`config.mk`:
```
export PLATFORM = sky130hd
export DESIGN_NAME = idle_promo_gov
export DESIGN_NICKNAME = d
export VERILOG_FILES = /design/src/rtl/idle_gov_pkg.sv /design/src/rtl/idle_len_judge.sv /design/src/rtl/run_counter.sv /design/src/rtl/idle_promo_gov.sv
export SDC_FILE = /design/constraint.sdc
export NUM_CORES = 1
export LEC_CHECK = 0
export BUFFER_PORTS_ARGS = -buffer_cell sky130_fd_sc_hd__clkbuf_2
export CORE_UTILIZATION = 52
export DETAILED_ROUTE_END_ITERATION = 10
export PLACE_DENSITY = 0.85
export SYNTH_ARGS = -nofsm -noshare
export SYNTH_HDL_FRONTEND = slang
export SYNTH_HIERARCHICAL = 1
export SYNTH_SLANG_ARGS = --single-unit
export TNS_END_PERCENT = 100
```
`constraint.sdc`:
```
create_clock -name clk -period 5.2 [get_ports clk]
set_input_delay 0 -clock clk [delete_from_list [all_inputs] [get_ports clk]]
set_output_delay 0 -clock clk [all_outputs]
set_load 0.02 [all_outputs]
```
`src/rtl/idle_gov_pkg.sv`:
```
package idle_gov_pkg;
    typedef enum logic [1:0] {
        SEL_C1 = 2'd0,
        SEL_C2 = 2'd1,
        SEL_C3 = 2'd2
    } depth_e;
endpackage

```
`src/rtl/idle_len_judge.sv`:
```
module idle_len_judge #(
    parameter int DUR_W = 16
) (
    input  logic [DUR_W-1:0] len,
    input  logic [DUR_W-1:0] lat_a,
    input  logic [DUR_W-1:0] lat_b,
    output logic             over_a,
    output logic             over_b
);
    // strict comparison: equal length does not count as long
    always_comb begin
        over_a = (len > lat_a);
        over_b = (len > lat_b);
    end
endmodule

```
`src/rtl/run_counter.sv`:
```
module run_counter #(
    parameter int RUN_W = 4
) (
    input  logic             clk,
    input  logic             rst_n,
    input  logic             bump,
    input  logic             clear,
    input  logic [RUN_W-1:0] limit,
    output logic             hit
);
    logic [RUN_W-1:0] cnt_q;
    logic [RUN_W:0]   cnt_inc;

    always_comb begin
        cnt_inc = {1'b0, cnt_q} + 1'b1;
        hit     = bump && (cnt_inc == {1'b0, limit});
    end

    always_ff @(posedge clk) begin
        if (!rst_n)
            cnt_q <= '0;
        else if (clear || hit)
            cnt_q <= '0;
        else if (bump)
            cnt_q <= cnt_inc[RUN_W-1:0];
    end

    AST_RUN_BELOW_LIMIT: assert property (@(posedge clk) disable iff (!rst_n)
        cnt_q < limit);
endmodule

```
`src/rtl/idle_promo_gov.sv`:
```
module idle_promo_gov #(
    parameter int DUR_W  = 16,
    parameter int C2_RUN = 4,
    parameter int C3_RUN = 10
) (
    input  logic             clk,
    input  logic             rst_n,
    input  logic             idle_done,
    input  logic [DUR_W-1:0] idle_len,
    input  logic [DUR_W-1:0] lat_c2,
    input  logic [DUR_W-1:0] lat_c3,
    output logic [1:0]       next_depth,
    output logic             wrong_pick
);
    import idle_gov_pkg::*;

    localparam int RUN_MAX = (C2_RUN > C3_RUN) ? C2_RUN : C3_RUN;
    localparam int RUN_W   = $clog2(RUN_MAX + 1);

    depth_e           cur_q, cur_d;
    logic             over_c2, over_c3;
    logic             run_bump, run_clear, run_hit;
    logic [RUN_W-1:0] run_limit;
    logic             wrong_d;

    idle_len_judge #(.DUR_W(DUR_W)) u_judge (
        .len    (idle_len),
        .lat_a  (lat_c2),
        .lat_b  (lat_c3),
        .over_a (over_c2),
        .over_b (over_c3)
    );

    run_counter #(.RUN_W(RUN_W)) u_run (
        .clk   (clk),
        .rst_n (rst_n),
        .bump  (run_bump),
        .clear (run_clear),
        .limit (run_limit),
        .hit   (run_hit)
    );

    always_comb begin
        run_limit = (cur_q == SEL_C1) ? RUN_W'(C2_RUN) : RUN_W'(C3_RUN);
    end

    // next-state logic
    always_comb begin
        cur_d     = cur_q;
        run_bump  = 1'b0;
        run_clear = 1'b0;
        if (idle_done) begin
            unique case (cur_q)
                SEL_C1: begin
                    if (over_c2) begin
                        run_bump = 1'b1;
                        if (run_hit) cur_d = SEL_C2;      // PROMOTE_TO_C2
                    end else begin
                        run_clear = 1'b1;
                    end
                end
                SEL_C2: begin
                    if (!over_c2) begin
                        cur_d     = SEL_C1;               // DEMOTE_TO_C1
                        run_clear = 1'b1;
                    end else if (over_c3) begin
                        run_bump = 1'b1;
                        if (run_hit) cur_d = SEL_C3;      // PROMOTE_TO_C3
                    end else begin
                        run_clear = 1'b1;
                    end
                end
                SEL_C3: begin
                    run_clear = 1'b1;
                    if (!over_c3) cur_d = SEL_C2;         // DEMOTE_TO_C2
                end
                default: begin
                    cur_d     = SEL_C1;
                    run_clear = 1'b1;
                end
            endcase
        end
    end

    // state register
    always_ff @(posedge clk) begin
        if (!rst_n)
            cur_q <= SEL_C1;
        else
            cur_q <= cur_d;
    end

    // output process
    always_comb begin
        wrong_d = idle_done && (cur_q == SEL_C1) && (over_c2 || over_c3);
    end

    always_ff @(posedge clk) begin
        if (!rst_n)
            wrong_pick <= 1'b0;
        else
            wrong_pick <= wrong_d;
    end

    assign next_depth = cur_q;

    AST_HOLD_NO_STROBE: assert property (@(posedge clk) disable iff (!rst_n)
        !idle_done |=> $stable(next_depth));
    AST_NO_LEVEL_SKIP: assert property (@(posedge clk) disable iff (!rst_n)
        (next_depth == 2'd0) |=> (next_depth != 2'd2));
    AST_NO_SKIP_DOWN: assert property (@(posedge clk) disable iff (!rst_n)
        (next_depth == 2'd2) |=> (next_depth != 2'd0));
    AST_C3_SHORT_DEMOTES: assert property (@(posedge clk) disable iff (!rst_n)
        (idle_done && next_depth == 2'd2 && idle_len <= lat_c3) |=> (next_depth == 2'd1));
    AST_C2_SHORT_DEMOTES: assert property (@(posedge clk) disable iff (!rst_n)
        (idle_done && next_depth == 2'd1 && idle_len <= lat_c2) |=> (next_depth == 2'd0));
    AST_FLAG_ONLY_C1: assert property (@(posedge clk) disable iff (!rst_n)
        (!idle_done || next_depth != 2'd0) |=> !wrong_pick);
endmodule

```
==> Word level (Yosys, flattened, before mapping) <==
Cells that the tools add are included.
{ "word_totals": {"inputBits": 51, "out_inout_bits": 3, "register_bits": 7, "word_cells": 41} }
{ "classes": {"addsub": 1, "magnitude_cmp": 2, "eq_ne": 8, "n_bitwise": 1, "muxes": 18, "n_reduce_logical": 8} }
{ "op_table": {"columns": ["op", "n"], "rows": [
  ["greater-than comparator 16 bit", 2],
  ["two-way mux 2 bit", 6],
  ["two-way mux 1 bit", 8],
  ["one-hot mux 2 bit (3 select lines)", 1],
  ["AND reduction 6 bit", 1],
  ["adder 4 x 1 -> 5 bit (second input constant)", 1],
  ["== test 5 x 4 -> 1 bit", 1],
  ["two-way mux 4 bit", 1],
  ["!= test 2 bit (second input constant)", 2],
  ["one-hot mux 1 bit (2 select lines)", 2],
  ["logical AND 1 bit", 3],
  ["!= test 3 x 2 -> 1 bit (second input constant)", 1],
  ["!= test 3 bit (second input constant)", 1],
  ["== test 2 x 1 -> 1 bit (second input constant)", 1],
  ["== test 2 bit (second input constant)", 1],
  ["zero test 2 bit", 1],
  ["logical OR 1 bit", 2],
  ["!= test 2 x 1 -> 1 bit (second input constant)", 1],
  ["OR reduction 2 bit", 1],
  ["inverter 1 bit", 1]
]} }

==> Logic depth before layout (Yosys ltp) <==
Gate-level depths: netlist of run 1.
{ "logic_depth": {"depth_word": 10, "depth_mapped": 14, "ltp_nobuf": 14} }

==> Modules after synthesis <==
The synthesis of run 1 kept the hierarchy.
{ "modules_own_cells": {"columns": ["mod", "instances", "area_per_inst_um2", "cells_per_inst"], "rows": [
  ["idle_len_judge", 1, 809.5, 111],
  ["run_counter", 1, 259.0, 26],
  ["idle_promo_gov", 1, 197.7, 25]
]} }

==> Least setup slack after synthesis of run 1 <==
No wires, ideal clock.
{ "synth_timing": {"kind": "in2reg", "start": "in lat_c3[14]", "end": "reg cur_q[0], in the netlist next_depth[0]", "cell_stages": 14, "setup_ns": 0.123, "arrival_ns": 2.296, "t_required_ns": 5.077, "setup_slack_ns": 2.781, "cell_sequence": "inv_1 > ha_1 > nand4_1 > nor4_2 > a21boi_2 > o31a_1 > inv_1 > a21oi_1 > and2_1 > and4_1 > and3_2 > nand2_1 > a21boi_1 > o22ai_1"} }
{ "synth_via": {"elab_chain_cells": 8, "elab_cells_between_ends": 11, "cone_classes": "order compare (1); eq/ne (4); mux (4); reduce/logical (2)"} }
{ "synth_rtl": {"columns": ["item", "line", "text"], "rows": [
  ["start, declared", "idle_promo_gov.sv:11", "input logic [DUR_W-1:0] lat_c3,"],
  ["greater-than comparator 16 bit *", "idle_len_judge.sv:13", "over_b = (len > lat_b);"],
  ["via over_c3", "idle_promo_gov.sv:21", "logic over_c2, over_c3;"],
  ["two-way mux 1 bit *", "idle_promo_gov.sv:66", "end else if (over_c3) begin"],
  ["two-way mux 1 bit *", "idle_promo_gov.sv:63", "if (!over_c2) begin"],
  ["one-hot mux 1 bit (2 select lines) *", "idle_promo_gov.sv:53", "unique case (cur_q)"],
  ["two-way mux 1 bit *", "idle_promo_gov.sv:52", "if (idle_done) begin"],
  ["via run_bump", "idle_promo_gov.sv:22", "logic run_bump, run_clear, run_hit;"],
  ["logical AND 1 bit *", "run_counter.sv:16", "hit = bump && (cnt_inc == {1'b0, limit});"],
  ["via run_hit", "idle_promo_gov.sv:22", null],
  ["!= test 3 x 2 -> 1 bit (no line) / != test 2 x 1 -> 1 bit (equally long branches)", null, null],
  ["AND reduction 6 bit (no line) *", null, null],
  ["end signal, assigned", "idle_promo_gov.sv:90", "cur_q <= cur_d;"],
  ["end, declared", "idle_promo_gov.sv:20", "depth_e cur_q, cur_d;"]
]} }
The timed path passes the listed nets; every way through them passes the cells marked *.
A chain may end at the register's enable or synchronous reset.

==> Final worst setup path of run 1 <==
{ "layout_timing": {"start": "in idle_len[14]", "end": "reg cur_q[0], in the netlist next_depth[0]"} }
{ "layout_via": {"elab_chain_cells": 8, "elab_cells_between_ends": 16, "cone_classes": "order compare (2); eq/ne (5); mux (7); reduce/logical (2)"} }
{ "layout_rtl": {"columns": ["item", "line", "text"], "rows": [
  ["start, declared", "idle_promo_gov.sv:9", "input logic [DUR_W-1:0] idle_len,"],
  ["greater-than comparator 16 bit *", "idle_len_judge.sv:13", null],
  ["via over_c3", "idle_promo_gov.sv:21", null],
  ["two-way mux 1 bit *", "idle_promo_gov.sv:66", null],
  ["two-way mux 1 bit *", "idle_promo_gov.sv:63", null],
  ["one-hot mux 1 bit (2 select lines) *", "idle_promo_gov.sv:53", null],
  ["two-way mux 1 bit *", "idle_promo_gov.sv:52", null],
  ["via run_bump", "idle_promo_gov.sv:22", null],
  ["logical AND 1 bit *", "run_counter.sv:16", null],
  ["via run_hit", "idle_promo_gov.sv:22", null],
  ["!= test 3 x 2 -> 1 bit (no line) / != test 2 x 1 -> 1 bit (equally long branches)", null, null],
  ["AND reduction 6 bit (no line) *", null, null]
]} }
Marks and branches as above.

==> results of run 1 <==
==> state kept, by name, summed over array words and instances, names as in the netlist <==
signal       count
u_run/cnt_q      4
next_depth       2
wrong_pick       1
==> worst paths after layout <==
kind                                      to                       start  slack [ns]
setup / recovery  next_depth[0]$_SDFFE_PN0P_                idle_len[14]        2.59
hold / removal    next_depth[1]$_SDFFE_PN0P_                       rst_n        0.02
setup reg to reg  next_depth[0]$_SDFFE_PN0P_  next_depth[1]$_SDFFE_PN0P_        3.28
hold reg to reg   next_depth[0]$_SDFFE_PN0P_  next_depth[0]$_SDFFE_PN0P_        0.55
==> power breakdown <==
part | internal, µW | total [µW] | switching [µW]
Combinational | 46.1 | 96.4 | 50.3
Sequential | 55.0 | 56.4 | 1.36
Clock | 29.4 | 51.3 | 21.9
Total | 130 | 204 | 73.5
==> per-stage QoR <==
step / util [%] / cells
3_5_place_dp: 69.5 / 243
2_1_floorplan: - / 162
3_3_place_gp: 69.5 / 243
4_1_cts: 70.6 / 247
5_1_grt: 70.6 / 247
6_report: 70.6 / 247
==> placed cells by master (no fill, tap or decap), types with 2 or more instances in the layout <==
cell	n
o31a_1	2
xor2_1	4
a21boi_2	2
inv_1	32
nand3_1	6
nor2b_1	3
o21ai_0	4
a221o_1	2
and2_1	3
nor4_2	2
nor2_1	4
xnor2_1	5
clkbuf_4	3
a311oi_1	4
a21o_1	2
nand2b_1	2
nand2_1	10
ha_1	33
dfxtp_1	7
a21oi_1	13
nand4_1	7
clkbuf_2	53
a21boi_1	2
==> metal layers <==
layer / wire [µm] / share of wire [%]
met1: 1350 / 42
met2: 1630 / 51
met3: 165 / 5.1
met4: 73 / 2.3
met5: 0 / 0
==> cells by family after synthesis <==
group	share of synthesized area (%)
other	0.296
XOR/XNOR	6.22
AND/OR/NAND/NOR	20.4
flip-flops	11.1
adder cells (fa/ha/maj)	32.6
AO/OA/AOI/OAI	18.9
multiplexers	0.791
buffers and inverters	9.78
==> area by class of cell <==
| type | instances | area, µm² | share of cell area [%] |
|---|---|---|---|
| multi-input cells | 122 | 1000 | 62.9 |
| well taps | 28 | 35.0 | 2.20 |
| inverters | 33 | 124 | 7.78 |
| repair buffers | 53 | 265 | 16.7 |
| flip-flops and latches | 7 | 140 | 8.80 |
| clock buffers | 4 | 26.3 | 1.65 |
==> impl_metrics.yaml, run 1 <==
route:
  routed_wl_um: 3220
  vias: 1383
  ant_nets: 0
  drc: 0
  avgRoutedWirePerCell_um: 13.0
  vias_per_cell: 5.60
  firstDrtPassIters: 4
  first_iter_violations: 27
setup_path:
  crit_required_ns: 5.34
  cp_slowest_stage_delay_ns: 0.36
  crit_slowest_cell: "nor4_2"
  path_buf_inv: 2
  criticalPathCategory: "in -> reg"
  cp.depth: 14
  crit_fanout: 5
  crit_path_end_kind: "flop"
  critPathLaunchType: "input pin"
  rr_worst_depth: 8
  cp_top_family: "simple AND/OR/NAND/NOR gates"
  arrival_ns: 2.75
  path_cells: "clkbuf_2, ha_1, nand4_1, nor4_2, a21boi_2, o31a_1, inv_1, a21oi_1, and2_1, and4_1, and3_2, nand2_1, a21boi_1, o22ai_1"
timing:
  rsz0062_at_grt: "no"
  setup_tns_ns: 0
  setup_viol: 0
  fin_skew_ns: 0.00329
  maxSlewViolCount: 0
  finalWorstSetupSlack_ns: 2.59
  holdWs_ns: 0.0182
  finalHoldViolations: 0
  fin_crit_ns: 2.61
  timing.fmax_mhz: 384
  min_period_over_period_pct: 50.1
yosys:
  synth_area_mm2: 0.00127
  yosysTopAreaCellShare_pct: 32.6
  synth_edf_count: 0
  synth-async-reset-ratio_pct: 0
  synth_cell_types: 34
  synth_warnings: 6
  synth_flop_cell: "dfxtp_1"
  avgSynthCellArea_um2: 7.82
  synth-seq-area-share_pct: 11.1
  synth_area_leader_cell: "ha_1"
  synth_fp_nets: 246
  synth_top_cells_by_count: "ha_1, inv_1, a21oi_1"
  synth_most_common_cell: "ha_1"
  ys_ff_latch: 7
  synthTopCellsByArea: "ha_1, dfxtp_1, inv_1, a21oi_1, nand4_1"
  synthCells: 162
global_route:
  grt_max_degree: 8
  use_met1_pct: 27.7
  met2_usage_pct: 51.8
  grt_pass1_wl_um: 5330
  overflow: 0
  grt_pass1_vias: 1366
  grtUsageTotal_pct: 26.1
  antenna_found_initial: 0
  use_met3_pct: 2.08
  top_usage_layer: "met2"
floorplan:
  io_pins: 54
  die_h_um: 51.3
  dieArea_mm2: 0.00264
  row_count: 17
  core_region_area_mm2: 0.00225
  die_width_um: 51.3
  start_util_pct: 56.2
layout:
  fin_nets: 304
  area.growth.synth_to_final_pct: 25.8
  nFillCells: 202
  stdcell_area_mm2: 0.00159
  drive_above_1_share_pct: 29.7
  antenna_cells: 0
clocking:
  cts.sinks: 7
  cts_max_path_buffers: 2
  post_cts_resized: 0
  cts_root_buf: "clkbuf_4"
  h-tree-depth: 1
  cts_hold_buf: 0
  clk_latency_ns: 0.26
  cts_buffers: 3
  cts_tree: "done"
  clk_pin_slew_worst_paths_ns: 0.05
  post-cts-setup-buffer-count: 0
hold_path:
  holdPathStages: 2
  hold_path_class: "in -> reg"
place:
  place.gp.congestion: 0.888
  place_area_mm2: 0.00157
  hpwl_um: 2860
  io_buffers: 53
  place_ws_ns: 2.34
power:
  p_total_uw: 204
  cellLeakagePower_uw: 0.000897
  ir_drop_uv: 158
  power_density_mw_per_mm2: 128
status:
  status: "finished clean"
flow_run:
  drv_cap: 0
No activity file was read; power rests on OpenSTA's default activity.
==> inputs of run 2 (changes only) <==
--- a/config.mk
+++ b/config.mk
@@ -6,9 +6,9 @@
 export NUM_CORES = 1
 export LEC_CHECK = 0
 export BUFFER_PORTS_ARGS = -buffer_cell sky130_fd_sc_hd__clkbuf_2
-export CORE_UTILIZATION = 52
+export CORE_UTILIZATION = 48
 export DETAILED_ROUTE_END_ITERATION = 10
-export PLACE_DENSITY = 0.85
+export PLACE_DENSITY = 0.79
 export SYNTH_ARGS = -nofsm -noshare
 export SYNTH_HDL_FRONTEND = slang
 export SYNTH_HIERARCHICAL = 1
==> constraint.sdc (replaced) <==
create_clock -name clk -period 2.6 [get_ports clk]
set_input_delay 0 -clock clk [delete_from_list [all_inputs] [get_ports clk]]
set_output_delay 0 -clock clk [all_outputs]
set_load 0.02 [all_outputs]
==> run 2 against run 1 <==
Non-clock buffer count is 3 higher. Sequential share of layout area down 0.14 points. Final cell count grew 2.0%. Flip-flop and latch count is the same. Cell area up 1.6%. Clock skew down 0.0028 ns. Global-route usage down 5.1 points. Clock power increased by 87%. Clock-buffer cell count unchanged. Critical endpoint unchanged.
==> impl_metrics.yaml, run 2 (same netlist as run 1, synthesis figures left out) <==
setup_path:
  criticalPathCategory: "in -> reg"
  arrival_ns: 2.42
  crit_required_ns: 2.73
  path_cells: "clkbuf_2, ha_1, nand4_1, nor4_2, a21boi_2, o31a_1, nand2b_4, a21oi_1, and2_1, and4_1, and3_2, nand2_1, a21boi_1, o22ai_1"
  crit_fanout: 3
  critPathLaunchType: "input pin"
  cp.depth: 14
  cp_top_family: "simple AND/OR/NAND/NOR gates"
  path_buf_inv: 1
  r2r_slack_ns: 0.70
  crit_slowest_cell: "nor4_2"
  cp_slowest_stage_delay_ns: 0.33
  rr_worst_depth: 7
  crit_path_end_kind: "flop"
route:
  firstDrtPassIters: 4
  vias_per_cell: 5.15
  drc: 0
  avgRoutedWirePerCell_um: 10.5
  first_iter_violations: 11
  vias: 1299
  ant_nets: 0
  routed_wl_um: 2640
layout:
  area.growth.synth_to_final_pct: 27.8
  final_cell_mix: "clkbuf_2, ha_1, inv_1, a21oi_1, nand2_1"
  nFillCells: 229
  final_cells: 252
  antenna_cells: 0
  drive_above_1_share_pct: 30.6
  post-route-util_pct: 65.3
  multi_input_area_mm2: 0.00100
  seq_area_um2: 140
  largest_reg_flops: 4
  top_register: "u_run/cnt_q"
  final_common_cell: "clkbuf_2"
  fin_nets: 307
clocking:
  cts_hold_buf: 0
  post-cts-setup-buffer-count: 0
  cts.sinks: 7
  cts_max_path_buffers: 2
  cts_buffers: 3
  clk_latency_ns: 0.24
  clk_pin_slew_worst_paths_ns: 0.05
  cts_root_buf: "clkbuf_4"
  post_cts_resized: 0
  cts_tree: "done"
  h-tree-depth: 1
power:
  combPwrFrac_pct: 47.4
  power_density_mw_per_mm2: 245
  p_sw_uw: 134
  switching_share_pct: 33.7
  clockPowerShare_pct: 24.1
  cellLeakagePower_uw: 0.000912
  ir_drop_uv: 267
  p_total_uw: 397
  pwr-share-seq_pct: 28.5
  p_int_uw: 263
hold_path:
  hold_path_class: "in -> reg"
  holdPathStages: 2
timing:
  maxSlewViolCount: 0
  setup_tns_ns: 0
  rsz0062_at_grt: "no"
  min_period_over_period_pct: 88.2
  timing.fmax_mhz: 436
  fin_crit_ns: 2.29
  finalHoldViolations: 0
  fin_skew_ns: 0.000501
  setup_viol: 0
status:
  status: "finished clean"
floorplan:
  die_h_um: 53.4
  core_region_area_mm2: 0.00248
  row_count: 18
  io_pins: 54
  die_width_um: 53.4
  dieArea_mm2: 0.00285
  start_util_pct: 51.1
global_route:
  grt_pass1_vias: 1174
  grtUsageTotal_pct: 21.1
  antenna_found_initial: 0
  overflow: 0
  grt_pass1_wl_um: 4530
  grt_max_degree: 8
place:
  place.gp.congestion: 0.860
  io_buffers: 53
  placedCellCount: 248
  hpwl_um: 2340
flow_run:
  drv_cap: 0
## run 2: cell types whose count changed in the layout (fill, tap and decap cells not counted), sizes merged
cell	delta
buf	+3
## run 2: area by class of cell
cell class                 instances  area share (%)
multi-input combinational        122            61.9
timing repair buffer              56            17.8
sequential                         7            8.66
inverter                          33            7.66
tap                               30            2.32
clock buffer                       4            1.62
## run 2: power groups by stage
stage,clock network [µW],registers (µW),logic (µW)
6_report,95.9,113,188
5_1_grt,109,113,219
4_1_cts,100,113,190
3_5_place_dp,0,115,188
3_3_place_gp,0,115,187
2_1_floorplan,0,116,113
## run 2: metal layers
layer  track usage [%]  up-vias  routed length (µm)
li1                  -      695                   -
met1              25.1      565                1240
met2              38.8       35                1260
met3              2.30        4                 117
met4              5.70        0                  23
met5                 0        -                   0
## run 2: worst paths after layout
check / startpoint / to
hold reg to reg: next_depth[0]$_SDFFE_PN0P_ / next_depth[0]$_SDFFE_PN0P_
hold / removal: rst_n / next_depth[1]$_SDFFE_PN0P_
setup / recovery: idle_len[15] / next_depth[0]$_SDFFE_PN0P_
setup reg to reg: u_run/cnt_q[0]$_SDFFE_PP0P_ / next_depth[0]$_SDFFE_PN0P_
## run 2: per-stage QoR
step / setup WS (ns) / hold WS (ns) / area [µm²]
5_1_grt: 0.0925 / 0.0309 / 1620
3_5_place_dp: 0.0455 / 0.285 / 1590
3_3_place_gp: 0.0732 / 0.288 / 1590
2_1_floorplan: 0.181 / 0.118 / 1270
6_report: 0.307 / 0.0344 / 1620
4_1_cts: 0.292 / 0.0274 / 1620
## run 2: worst reg2reg max path: stages (launching register included)
cell,delay [ns]
dfxtp_1,0.37
ha_1,0.27
xor2_1,0.18
xnor2_1,0.38
and3_2,0.28
nand2_1,0.08
a21boi_1,0.14
o22ai_1,0.09
